===== src/rtl/efs_pkg.sv =====
package efs_pkg;
  typedef enum logic [2:0] {
    FS_IDLE, FS_BUSY, FS_POLL, FS_SEL, FS_RD, FS_RDW, FS_WR, FS_WRW
  } fs_state_t;

  localparam logic [3:0] DEC_CLEAN    = 4'd0;
  localparam logic [3:0] DEC_OVERFLOW = 4'd1;
  localparam logic [3:0] DEC_BUSY_MIN = 4'd4;
endpackage


===== src/rtl/efs_erased_detect.sv =====
module efs_erased_detect #(
  parameter int CODE_BYTES = 10
) (
  input  logic [CODE_BYTES*8-1:0] code,
  output logic                    erased
);
  logic [CODE_BYTES-1:0] byte_ff;

  for (genvar g = 0; g < CODE_BYTES; g++) begin : g_byte
    assign byte_ff[g] = (code[g*8 +: 8] == 8'hFF);
  end

  assign erased = &byte_ff;
endmodule


===== src/rtl/efs_entry_sel.sv =====
module efs_entry_sel #(
  parameter int DATA_BYTES = 512,
  parameter int LOC_BITS   = 10
) (
  input  logic [1:0]                      idx,
  input  logic [31:0]                     loc_lo,
  input  logic [31:0]                     loc_hi,
  input  logic [31:0]                     val_lo,
  input  logic [31:0]                     val_hi,
  output logic [$clog2(DATA_BYTES)-1:0]   off,
  output logic [7:0]                      val,
  output logic                            hit
);
  localparam int OFF_W = $clog2(DATA_BYTES);
  localparam int DW    = LOC_BITS + 2;
  localparam int BIAS  = DATA_BYTES + 7;

  logic [31:0]   loc_word, val_word;
  logic [15:0]   loc_half, val_half;
  logic [DW-1:0] span;

  always_comb begin
    loc_word = idx[1] ? loc_hi : loc_lo;
    val_word = idx[1] ? val_hi : val_lo;
    loc_half = idx[0] ? loc_word[31:16] : loc_word[15:0];
    val_half = idx[0] ? val_word[31:16] : val_word[15:0];
    span     = DW'(BIAS) - {2'b00, loc_half[LOC_BITS-1:0]};
    hit      = !span[DW-1] && (span < DW'(DATA_BYTES));
    off      = span[OFF_W-1:0];
    val      = val_half[7:0];
  end
endmodule


===== src/rtl/efs_wait_timer.sv =====
module efs_wait_timer #(
  parameter int WAIT_CYCLES = 64
) (
  input  logic clk,
  input  logic rst,
  input  logic clear,
  input  logic run,
  output logic expired
);
  localparam int CW = $clog2(WAIT_CYCLES + 1);

  logic [CW-1:0] cnt;

  assign expired = run && (cnt == CW'(WAIT_CYCLES - 1));

  always_ff @(posedge clk) begin
    if (rst || clear) cnt <= '0;
    else if (run && !expired) cnt <= cnt + 1'b1;
  end

  AST_TMR_BOUND: assert property (@(posedge clk) disable iff (rst)
    cnt < CW'(WAIT_CYCLES));
endmodule


===== src/rtl/ecc_fix_sequencer.sv =====
module ecc_fix_sequencer #(
  parameter int DATA_BYTES  = 512,
  parameter int CODE_BYTES  = 10,
  parameter int LOC_BITS    = 10,
  parameter int WAIT_CYCLES = 64
) (
  input  logic                          clk,
  input  logic                          rst,
  input  logic                          start,
  input  logic [CODE_BYTES*8-1:0]       code_bytes,
  input  logic [3:0]                    dec_state,
  input  logic [1:0]                    dec_cnt,
  input  logic [31:0]                   loc_word_lo,
  input  logic [31:0]                   loc_word_hi,
  input  logic [31:0]                   val_word_lo,
  input  logic [31:0]                   val_word_hi,
  output logic [$clog2(DATA_BYTES)-1:0] buf_addr,
  output logic                          buf_rd_en,
  input  logic [7:0]                    buf_rdata,
  output logic                          buf_wr_en,
  output logic [7:0]                    buf_wdata,
  output logic                          done,
  output logic [2:0]                    fix_count,
  output logic                          uncorrectable
);
  import efs_pkg::*;

  localparam int OFF_W = $clog2(DATA_BYTES);

  fs_state_t        st;
  logic             erased, tmr_expired;
  logic [1:0]       idx, last_idx;
  logic [2:0]       applied;
  logic [7:0]       val_q;
  logic [31:0]      loc_lo_q, loc_hi_q, val_lo_q, val_hi_q;
  logic [OFF_W-1:0] ent_off;
  logic [7:0]       ent_val;
  logic             ent_hit;

  efs_erased_detect #(.CODE_BYTES(CODE_BYTES)) u_erased (
    .code   (code_bytes),
    .erased (erased)
  );

  efs_wait_timer #(.WAIT_CYCLES(WAIT_CYCLES)) u_timer (
    .clk     (clk),
    .rst     (rst),
    .clear   (st == FS_IDLE),
    .run     (st == FS_BUSY),
    .expired (tmr_expired)
  );

  efs_entry_sel #(.DATA_BYTES(DATA_BYTES), .LOC_BITS(LOC_BITS)) u_sel (
    .idx    (idx),
    .loc_lo (loc_lo_q),
    .loc_hi (loc_hi_q),
    .val_lo (val_lo_q),
    .val_hi (val_hi_q),
    .off    (ent_off),
    .val    (ent_val),
    .hit    (ent_hit)
  );

  always_ff @(posedge clk) begin
    if (rst) begin
      st            <= FS_IDLE;
      idx           <= '0;
      last_idx      <= '0;
      applied       <= '0;
      val_q         <= '0;
      loc_lo_q      <= '0;
      loc_hi_q      <= '0;
      val_lo_q      <= '0;
      val_hi_q      <= '0;
      buf_addr      <= '0;
      buf_rd_en     <= 1'b0;
      buf_wr_en     <= 1'b0;
      buf_wdata     <= '0;
      done          <= 1'b0;
      fix_count     <= '0;
      uncorrectable <= 1'b0;
    end else begin
      done      <= 1'b0;
      buf_rd_en <= 1'b0;
      buf_wr_en <= 1'b0;
      unique case (st)
        FS_IDLE: if (start) begin
          if (erased) begin
            done          <= 1'b1;
            fix_count     <= '0;
            uncorrectable <= 1'b0;
          end else begin
            st <= FS_BUSY;
          end
        end
        FS_BUSY: if (dec_state >= DEC_BUSY_MIN || tmr_expired) st <= FS_POLL;
        FS_POLL: begin
          if (dec_state == DEC_CLEAN || dec_state == DEC_OVERFLOW) begin
            done          <= 1'b1;
            fix_count     <= '0;
            uncorrectable <= (dec_state == DEC_OVERFLOW);
            st            <= FS_IDLE;
          end else if (dec_state < DEC_BUSY_MIN) begin
            loc_lo_q <= loc_word_lo;
            loc_hi_q <= loc_word_hi;
            val_lo_q <= val_word_lo;
            val_hi_q <= val_word_hi;
            last_idx <= dec_cnt;
            idx      <= '0;
            applied  <= '0;
            st       <= FS_SEL;
          end
        end
        FS_SEL: begin
          if (ent_hit) begin
            buf_addr  <= ent_off;
            val_q     <= ent_val;
            buf_rd_en <= 1'b1;
            st        <= FS_RD;
          end else if (idx == last_idx) begin
            done          <= 1'b1;
            fix_count     <= applied;
            uncorrectable <= 1'b0;
            st            <= FS_IDLE;
          end else begin
            idx <= idx + 1'b1;
          end
        end
        FS_RD:  st <= FS_RDW;
        FS_RDW: begin
          buf_wdata <= buf_rdata ^ val_q;
          buf_wr_en <= 1'b1;
          st        <= FS_WR;
        end
        FS_WR: begin
          applied <= applied + 1'b1;
          st      <= FS_WRW;
        end
        FS_WRW: begin
          if (idx == last_idx) begin
            done          <= 1'b1;
            fix_count     <= applied;
            uncorrectable <= 1'b0;
            st            <= FS_IDLE;
          end else begin
            idx <= idx + 1'b1;
            st  <= FS_SEL;
          end
        end
        default: st <= FS_IDLE;
      endcase
    end
  end

  AST_WR_FOLLOWS_RD: assert property (@(posedge clk) disable iff (rst)
    buf_wr_en |-> ($past(buf_rd_en, 2) && buf_addr == $past(buf_addr, 2)));

  AST_NO_RW_OVERLAP: assert property (@(posedge clk) disable iff (rst)
    !(buf_rd_en && buf_wr_en));

  AST_UNCORR_NO_FIX: assert property (@(posedge clk) disable iff (rst)
    (done && uncorrectable) |-> (fix_count == 3'd0));

  AST_COUNT_BOUND: assert property (@(posedge clk) disable iff (rst)
    done |-> (fix_count <= 3'd4));

  AST_NO_ACCESS_IDLE: assert property (@(posedge clk) disable iff (rst)
    (st == FS_IDLE || st == FS_BUSY || st == FS_POLL) |-> !buf_wr_en);
endmodule


===== config.mk =====
export PLATFORM = sky130hd
export DESIGN_NAME = ecc_fix_sequencer
export DESIGN_NICKNAME = d
export VERILOG_FILES = /design/src/rtl/efs_pkg.sv /design/src/rtl/efs_erased_detect.sv /design/src/rtl/efs_entry_sel.sv /design/src/rtl/efs_wait_timer.sv /design/src/rtl/ecc_fix_sequencer.sv
export SDC_FILE = /design/constraint.sdc
export NUM_CORES = 1
export LEC_CHECK = 0
export BUFFER_PORTS_ARGS = -buffer_cell sky130_fd_sc_hd__buf_2
export CORE_ASPECT_RATIO = 0.5
export CORE_MARGIN = 5
export CORE_UTILIZATION = 55
export DETAILED_ROUTE_END_ITERATION = 16
export PLACE_DENSITY = 0.91
export SYNTH_ARGS = -nofsm -noshare
export SYNTH_HDL_FRONTEND = slang
export SYNTH_HIERARCHICAL = 1
export SYNTH_SLANG_ARGS = --single-unit

===== constraint.sdc =====
create_clock -name clk -period 6.4 [get_ports clk]
set_input_delay 0.64 -clock clk [delete_from_list [all_inputs] [get_ports clk]]
set_output_delay 0.64 -clock clk [all_outputs]
set_load 0.03 [all_outputs]

==> results of run 1 <==
-- path summary, 6_finish.rpt --
path                 from      endpoint  slack [ns]  cells past startpoint
max                idx[1]        idx[0]        2.81                     11
min          val_lo_q[21]  val_lo_q[21]        0.45                      2
max reg2reg        idx[1]        idx[0]        2.81                     11
min reg2reg  val_lo_q[21]  val_lo_q[21]        0.45                      2
-- cells in the final DEF, fill, tap and decap left out, types with 3 or more instances in the layout --
cell,count
nor2_1,24
a21oi_1,100
buf_2,191
nor4_1,5
clkbuf_16,17
buf_4,5
o21ai_0,5
ha_1,3
clkinv_4,7
xnor2_1,10
nand2_1,199
nand3_2,3
nand4_1,22
mux4_2,18
and2_1,3
nor3_1,8
nor3b_1,3
mux2i_1,4
a211oi_1,8
inv_1,7
xor2_1,7
dfxtp_1,121
bufinv_16,3
-- metrics by stage --
stage / hold WS [ns] / std cells / power (mW) / util [%] / instance area, um^2
finish: 0.454 / 954 / 1.96 / 72.3 / 6880
global route: 0.458 / 954 / 2.01 / 72.3 / 6880
detailed placement: 0.445 / 922 / 0.981 / 66.0 / 6270
floorplan: 0.432 / 651 / 0.910 / - / 5400
CTS: 0.450 / 954 / 1.95 / 72.3 / 6880
global placement: 0.439 / 922 / 0.973 / 66.0 / 6270
-- worst max-delay path: stages, from the launching register on --
cell and delay, ns:
dfxtp_1 0.32, buf_4 0.37, mux4_2 0.63, inv_1 0.09, ha_1 0.23, nand3_2 0.12
mux2i_1 0.27, nor2b_1 0.28, and2_1 0.62, a21oi_1 0.16, mux2i_1 0.24, nor2_1 0.07
-- power breakdown --
group | switching [mW] | internal [mW] | leakage [nW] | total [mW]
clock network | 0.367 | 0.614 | 0.290 | 0.981
logic | 0.102 | 0.0811 | 1.41 | 0.183
registers | 0.0221 | 0.769 | 0.975 | 0.791
-- state kept, by name (all words and copies together) (netlist names) --
signal,cells
fix_count,3
applied,3
loc_lo_q,20
buf_wr_en,1
val_q,8
u_timer/cnt,7
loc_hi_q,20
st,3
uncorrectable,1
idx,2
buf_rd_en,1
buf_wdata,8
val_lo_q,16
val_hi_q,16
done,1
buf_addr,9
last_idx,2
-- routing by layer --
| metal | vias to the layer above | wire length (um) |
|---|---|---|
| met5 | - | 20 |
| met4 | 2 | 643 |
| met3 | 70 | 1490 |
| met2 | 315 | 8260 |
| met1 | 2518 | 6190 |
| li1 | 2523 | - |
-- area by class of cell --
class / count / area (um^2)
clock buffer: 18 / 429
multi-input combinational: 463 / 2660
tap: 135 / 169
fill: 658 / 2630
sequential: 121 / 2420
timing repair buffer: 196 / 993
clock inverter: 14 / 176
inverter: 7 / 26.3
==> Flow_metrics.wiki, run 1 <==
{| class="wikitable"
! Metric !! Value
|-
| Status || completed
|-
| Most used routing layer || met2
|-
| Share of post-route cells with drive strength above 1 || around a third
|-
| Syn_nets || 879
|-
| H-tree depth || 4
|-
| Longest Clk Path Bufs || 2
|-
| Maximum clock rate || approximately 0.28 GHz
|-
| Leakage power || about 2.7 nW
|-
| Skew final || ~0.0057 ns
|-
| Largest net degree at the start of global routing || roughly 120
|-
| Initial antenna violation count || 1
|-
| Number of maximum-capacitance violations || 0
|-
| Max_slew headroom || between 10% and 20%
|-
| Total Nets Final || between 1000 and 1500
|-
| Number of I/O pins || ~250
|-
| Post-synthesis instance area || ~5400 um^2
|-
| Count of mapped cells out of synthesis || ~650
|-
| Total Wirelength || 16600 um
|-
| Required time at the endpoint of the critical path || approximately 6.7 ns
|-
| Power density over the cells || about 280 nW/um^2
|-
| Endpoints failing hold || 0
|-
| Global routing usage on met3 || ~7.6%
|-
| GR met2 Demand/Resource || 49.0%
|-
| Clock Tree Root || clkbuf_16
|-
| Skew-Pair Late Insertion Delay || about 0.42 ns
|-
| Final GP Congestion || between 0.8 and 0.9
|-
| Post-CTS Hold Fix Bufs || 0
|-
| Setup-violating endpoint count in the final report || 0
|-
| Tightest Hold Check Type || register to register
|-
| Area of the die || 12000 um^2
|-
| Data arrival at the endpoint of the critical path || between 3 and 4 ns
|-
| Worst supply voltage drop on vdd || between 200 and 250 uV
|-
| Startpoint-to-endpoint class of the critical path || register to register
|-
| GRT overflow || 0
|-
| Unrepaired setup endpoints after global routing || false
|-
| Setup TNS Final || 0 ns
|-
| Setup WS post-layout || about 2.8 ns
|-
| Total global routing track utilization || between 20% and 30%
|-
| Clock buffer count from CTS || 17
|-
| Routed length per placed instance || approximately 17 um
|-
| CP endpoint kind || register
|-
| CORE AREA || around 9500 um^2
|-
| Register clock-pin slew on the reported worst setup and hold paths || ~0.06 ns
|-
| Die extent in y || about 80 um
|-
| Detailed router's first-iteration violation count || 545
|-
| Post-detail-place hpwl || ~11000 um
|-
| Via-to-Cell Ratio || 5.69
|-
| Final ANT Viol Nets || 0
|-
| Die W || ~150 um
|-
| Count of cells resized by post-cts repair || 0
|-
| Synthesis-to-layout area growth || 27.4%
|-
| Avg Synthesized Cell Area || 8.29 um^2
|-
| Diode count || 0
|-
| Count of final max-slew check failures || 0
|-
| Clock sinks || ~120
|-
| Share of the cycle needed by the critical path after routing || ~56%
|-
| Worst Path Max Fanout || 21
|-
| Total via count after detailed routing || ~5400
|-
| Kind of launch point of the worst setup path || register
|-
| Post-CTS setup repair buffer count || 0
|-
| First drt pass iteration count || 6
|-
| Worst slack at placement || approximately 3.1 ns
|-
| CTS tree || yes
|-
| Slew @ Worst Pin || ~1.2 ns
|-
| GR Util met1 || a little under a third
|-
| Shortest clock period the worst path allows after layout || between 3 and 4 ns
|-
| Port Buf Inserts || around 190
|-
| Global-route wire length before repair || roughly 26000 um
|-
| DRC || 0
|-
| Number of global-route vias before repair || about 5400
|-
| Starting density of the core || between 50% and 60%
|-
| Synth warnings || 6
|-
| Number of placement rows || 25
|}
(Power assumes the default switching activity.)
==> inputs of run 2 (changes only) <==
Settings changed: CORE_UTILIZATION 55 to 51, PLACE_DENSITY 0.91 to 0.85.
Clock period 6.4 ns to 3.6 ns, I/O delays scaled along.
==> Flow_metrics.wiki, run 2 (synthesis results as in run 1) <==
{| class="wikitable"
! Metric !! Value
|-
| Most used cell, CP || nand2_1
|-
| Most used routing layer || met2
|-
| Global-route wire length before repair || 23300 um (-9.9%)
|-
| Total Nets Final || 1037 (+0.29%)
|-
| Clock group share of total power || 50.4% (+0.2 points)
|-
| Skew-Pair Late Insertion Delay || 0.41 ns (about the same)
|-
| Initial antenna violation count || 0 (-1)
|-
| Largest net degree at the start of global routing || 86 (-28%)
|-
| Max stage delay cell, worst path || mux4_2
|-
| Number of global-route vias before repair || 4931 (-8.3%)
|-
| Worst path buffer plus inverter count || 2 (unchanged)
|-
| Post-CTS Hold Fix Bufs || 0 (unchanged)
|-
| Top Registers || loc_hi_q (20), loc_lo_q (20)
|-
| Startpoint-to-endpoint class of the critical path || register to register
|-
| Area of the die || 12900 um^2 (+7.1%)
|-
| Worst slack at placement || 0.716 ns (-2.35 ns)
|-
| Port Buf Inserts || 192 (unchanged)
|-
| Shortest clock period the worst path allows after layout || 2.97 ns (-0.621 ns)
|-
| Leakage power || 2.70 nW (+1.2%)
|-
| Area occupied by registers || 2420 um^2 (unchanged)
|-
| Kind of cell adding the most delay to the critical path || simple AND/OR/NAND/NOR gates
|-
| GR Util met1 || 26.3% (-4.1 points)
|-
| CTS tree || yes
|-
| Skew final || 0.00734 ns (+0.00163 ns)
|-
| Power density over the cells || 502 nW/um^2 (+77%)
|-
| Synthesis-to-layout area growth || 28.4%
|-
| Number of I/O pins || 249 (unchanged)
|-
| Net switching power of the design || 0.789 mW (+61%)
|-
| Post-detail-place hpwl || 10500 um (-0.95%)
|-
| Clock buffer count from CTS || 17 (unchanged)
|-
| Switching Fraction || 22.7% (-2.5 points)
|-
| Setup WS post-layout || 0.627 ns (-2.18 ns)
|-
| Post-CTS setup repair buffer count || 0 (unchanged)
|-
| CP endpoint kind || register
|-
| Cell count after placement || 930 (+0.87%)
|-
| GRT overflow || 0 (unchanged)
|-
| DRC || 0 (unchanged)
|-
| Worst Hold Slack || 0.186 ns (-0.268 ns)
|-
| Ordered list of cells on the worst path || buf_4 > mux4_2 > inv_1 > ha_1 > nand3_2 > mux2i_1 > nor2b_1 > nand2_1 > nand2_1 > a21oi_1
|-
| Total global routing track utilization || 22.9% (-4.8 points)
|-
| Tightest Hold Check Type || primary input to register
|-
| Final GP Congestion || 0.807 (-0.79%)
|-
| Share of post-route cells with drive strength above 1 || 32.1% (about the same)
|-
| Delay of the slowest cell on the worst path || 0.60 ns (-0.03 ns)
|-
| Starting density of the core || 52.5% (-4.3 points)
|-
| Share of the cycle needed by the critical path after routing || 82.6% (+26 points)
|-
| Cell Count, Final, Fillers Out || 962 (+0.84%)
|-
| Worst Path Max Fanout || 19 (-9.5%)
|-
| Kind of launch point of the worst setup path || register
|-
| CORE AREA || 10300 um^2 (+8.1%)
|-
| Number of placement rows || 26 (+4.0%)
|-
| Clock sinks || 121 (unchanged)
|-
| Worst supply voltage drop on vdd || 338 uV (+50%)
|-
| Count of final max-slew check failures || 0 (unchanged)
|-
| Layout filler cell count || 824 (+25%)
|-
| Clock Tree Root || clkbuf_16
|-
| Pint || 2.69 mW (+84%)
|-
| Register clock-pin slew on the reported worst setup and hold paths || 0.05 ns (about the same)
|-
| Power share of the combinational group || 9.2% (-0.2 points)
|-
| Multi-input gate area || 2660 um^2 (unchanged)
|-
| Endpoints failing hold || 0 (unchanged)
|-
| Number of maximum-capacitance violations || 0 (unchanged)
|-
| Global routing usage on met3 || 5.52% (-2.0 points)
|-
| Diode count || 0 (unchanged)
|-
| Final ANT Viol Nets || 0 (unchanged)
|-
| Maximum clock rate || 0.336 GHz (+21%)
|-
| Highest-count cells in the layout ignoring fill and taps || 199 x nand2_1, 191 x buf_2, 121 x dfxtp_1
|-
| Total Wirelength || 15000 um (-9.4%)
|-
| Die extent in y || 82.8 um (+3.4%)
|-
| Part of the total power dissipated in sequential elements || 40.3% (-0.2 points)
|-
| Routed length per placed instance || 15.6 um (-10%)
|-
| Count of cells resized by post-cts repair || 0 (unchanged)
|-
| Total via count after detailed routing || 5144 (-5.2%)
|-
| First drt pass iteration count || 7 (+1)
|-
| Longest Clk Path Bufs || 2 (unchanged)
|-
| Required time at the endpoint of the critical path || 3.84 ns (-2.81 ns)
|-
| Setup TNS Final || 0 ns (unchanged)
|-
| Detailed router's first-iteration violation count || 295 (-46%)
|-
| Post-route total power || 3.48 mW (+78%)
|-
| GR met2 Demand/Resource || 43.0% (-6.0 points)
|-
| Die W || 156 um (+3.6%)
|-
| Setup-violating endpoint count in the final report || 0 (unchanged)
|-
| Via-to-Cell Ratio || 5.35 (-6.0%)
|-
| H-tree depth || 4 (unchanged)
|-
| Most common cell after layout, fill and taps aside || nand2_1
|-
| Unrepaired setup endpoints after global routing || false
|-
| Slew @ Worst Pin || 0.869 ns (-0.335 ns)
|-
| Status || completed
|-
| Data arrival at the endpoint of the critical path || 3.21 ns (-0.64 ns)
|-
| Max_slew headroom || 42.0% (+22 points)
|}
==> run 2: worst paths after layout <==
path	startpoint	to	slack, ns	cells past startpoint
max	idx[1]	val_q[0]	0.63	10
max reg2reg	idx[1]	val_q[0]	0.63	10
min reg2reg	val_hi_q[19]	val_hi_q[19]	0.45	2
min	val_word_lo[18]	val_lo_q[18]	0.19	3
==> run 2: power groups by stage <==
| stage | clock network, mW | registers, mW | logic (mW) |
|---|---|---|---|
| 5_1_grt | 1.85 | 1.41 | 0.356 |
| 2_1_floorplan | 0 | 1.41 | 0.206 |
| 6_report | 1.76 | 1.40 | 0.321 |
| 3_3_place_gp | 0 | 1.43 | 0.307 |
| 3_5_place_dp | 0 | 1.43 | 0.316 |
| 4_1_cts | 1.77 | 1.40 | 0.320 |
==> run 2: layout make-up <==
type	count	area share, %
multi-input combinational	463	38.4
sequential	121	34.9
timing repair buffer	199	14.8
clock buffer	25	7.29
tap	140	2.53
clock inverter	7	1.62
inverter	7	0.379
==> run 2: worst reg2reg max path, delay by kind of cell, from the launching register on <==
kind | cells | cell delay [ns]
simple gates | 4 | 1.01
compound gates | 1 | 0.10
fa+ha+maj | 1 | 0.21
flops | 1 | 0.32
mux | 2 | 0.79
buf+inv | 2 | 0.39
==> run 2: metal layers <==
layer  share of wire [%]  routed length (um)
met1                  39                5910
met2                  52                7840
met3                 7.0                1050
met4                 1.6                 248
met5                   0                   0
==> run 2: metrics by stage <==
step	util (%)	area (um^2)
2_1_floorplan	-	5400
4_1_cts	67.4	6930
3_5_place_dp	61.4	6310
5_1_grt	67.4	6930
3_3_place_gp	61.4	6310
6_report	67.4	6930
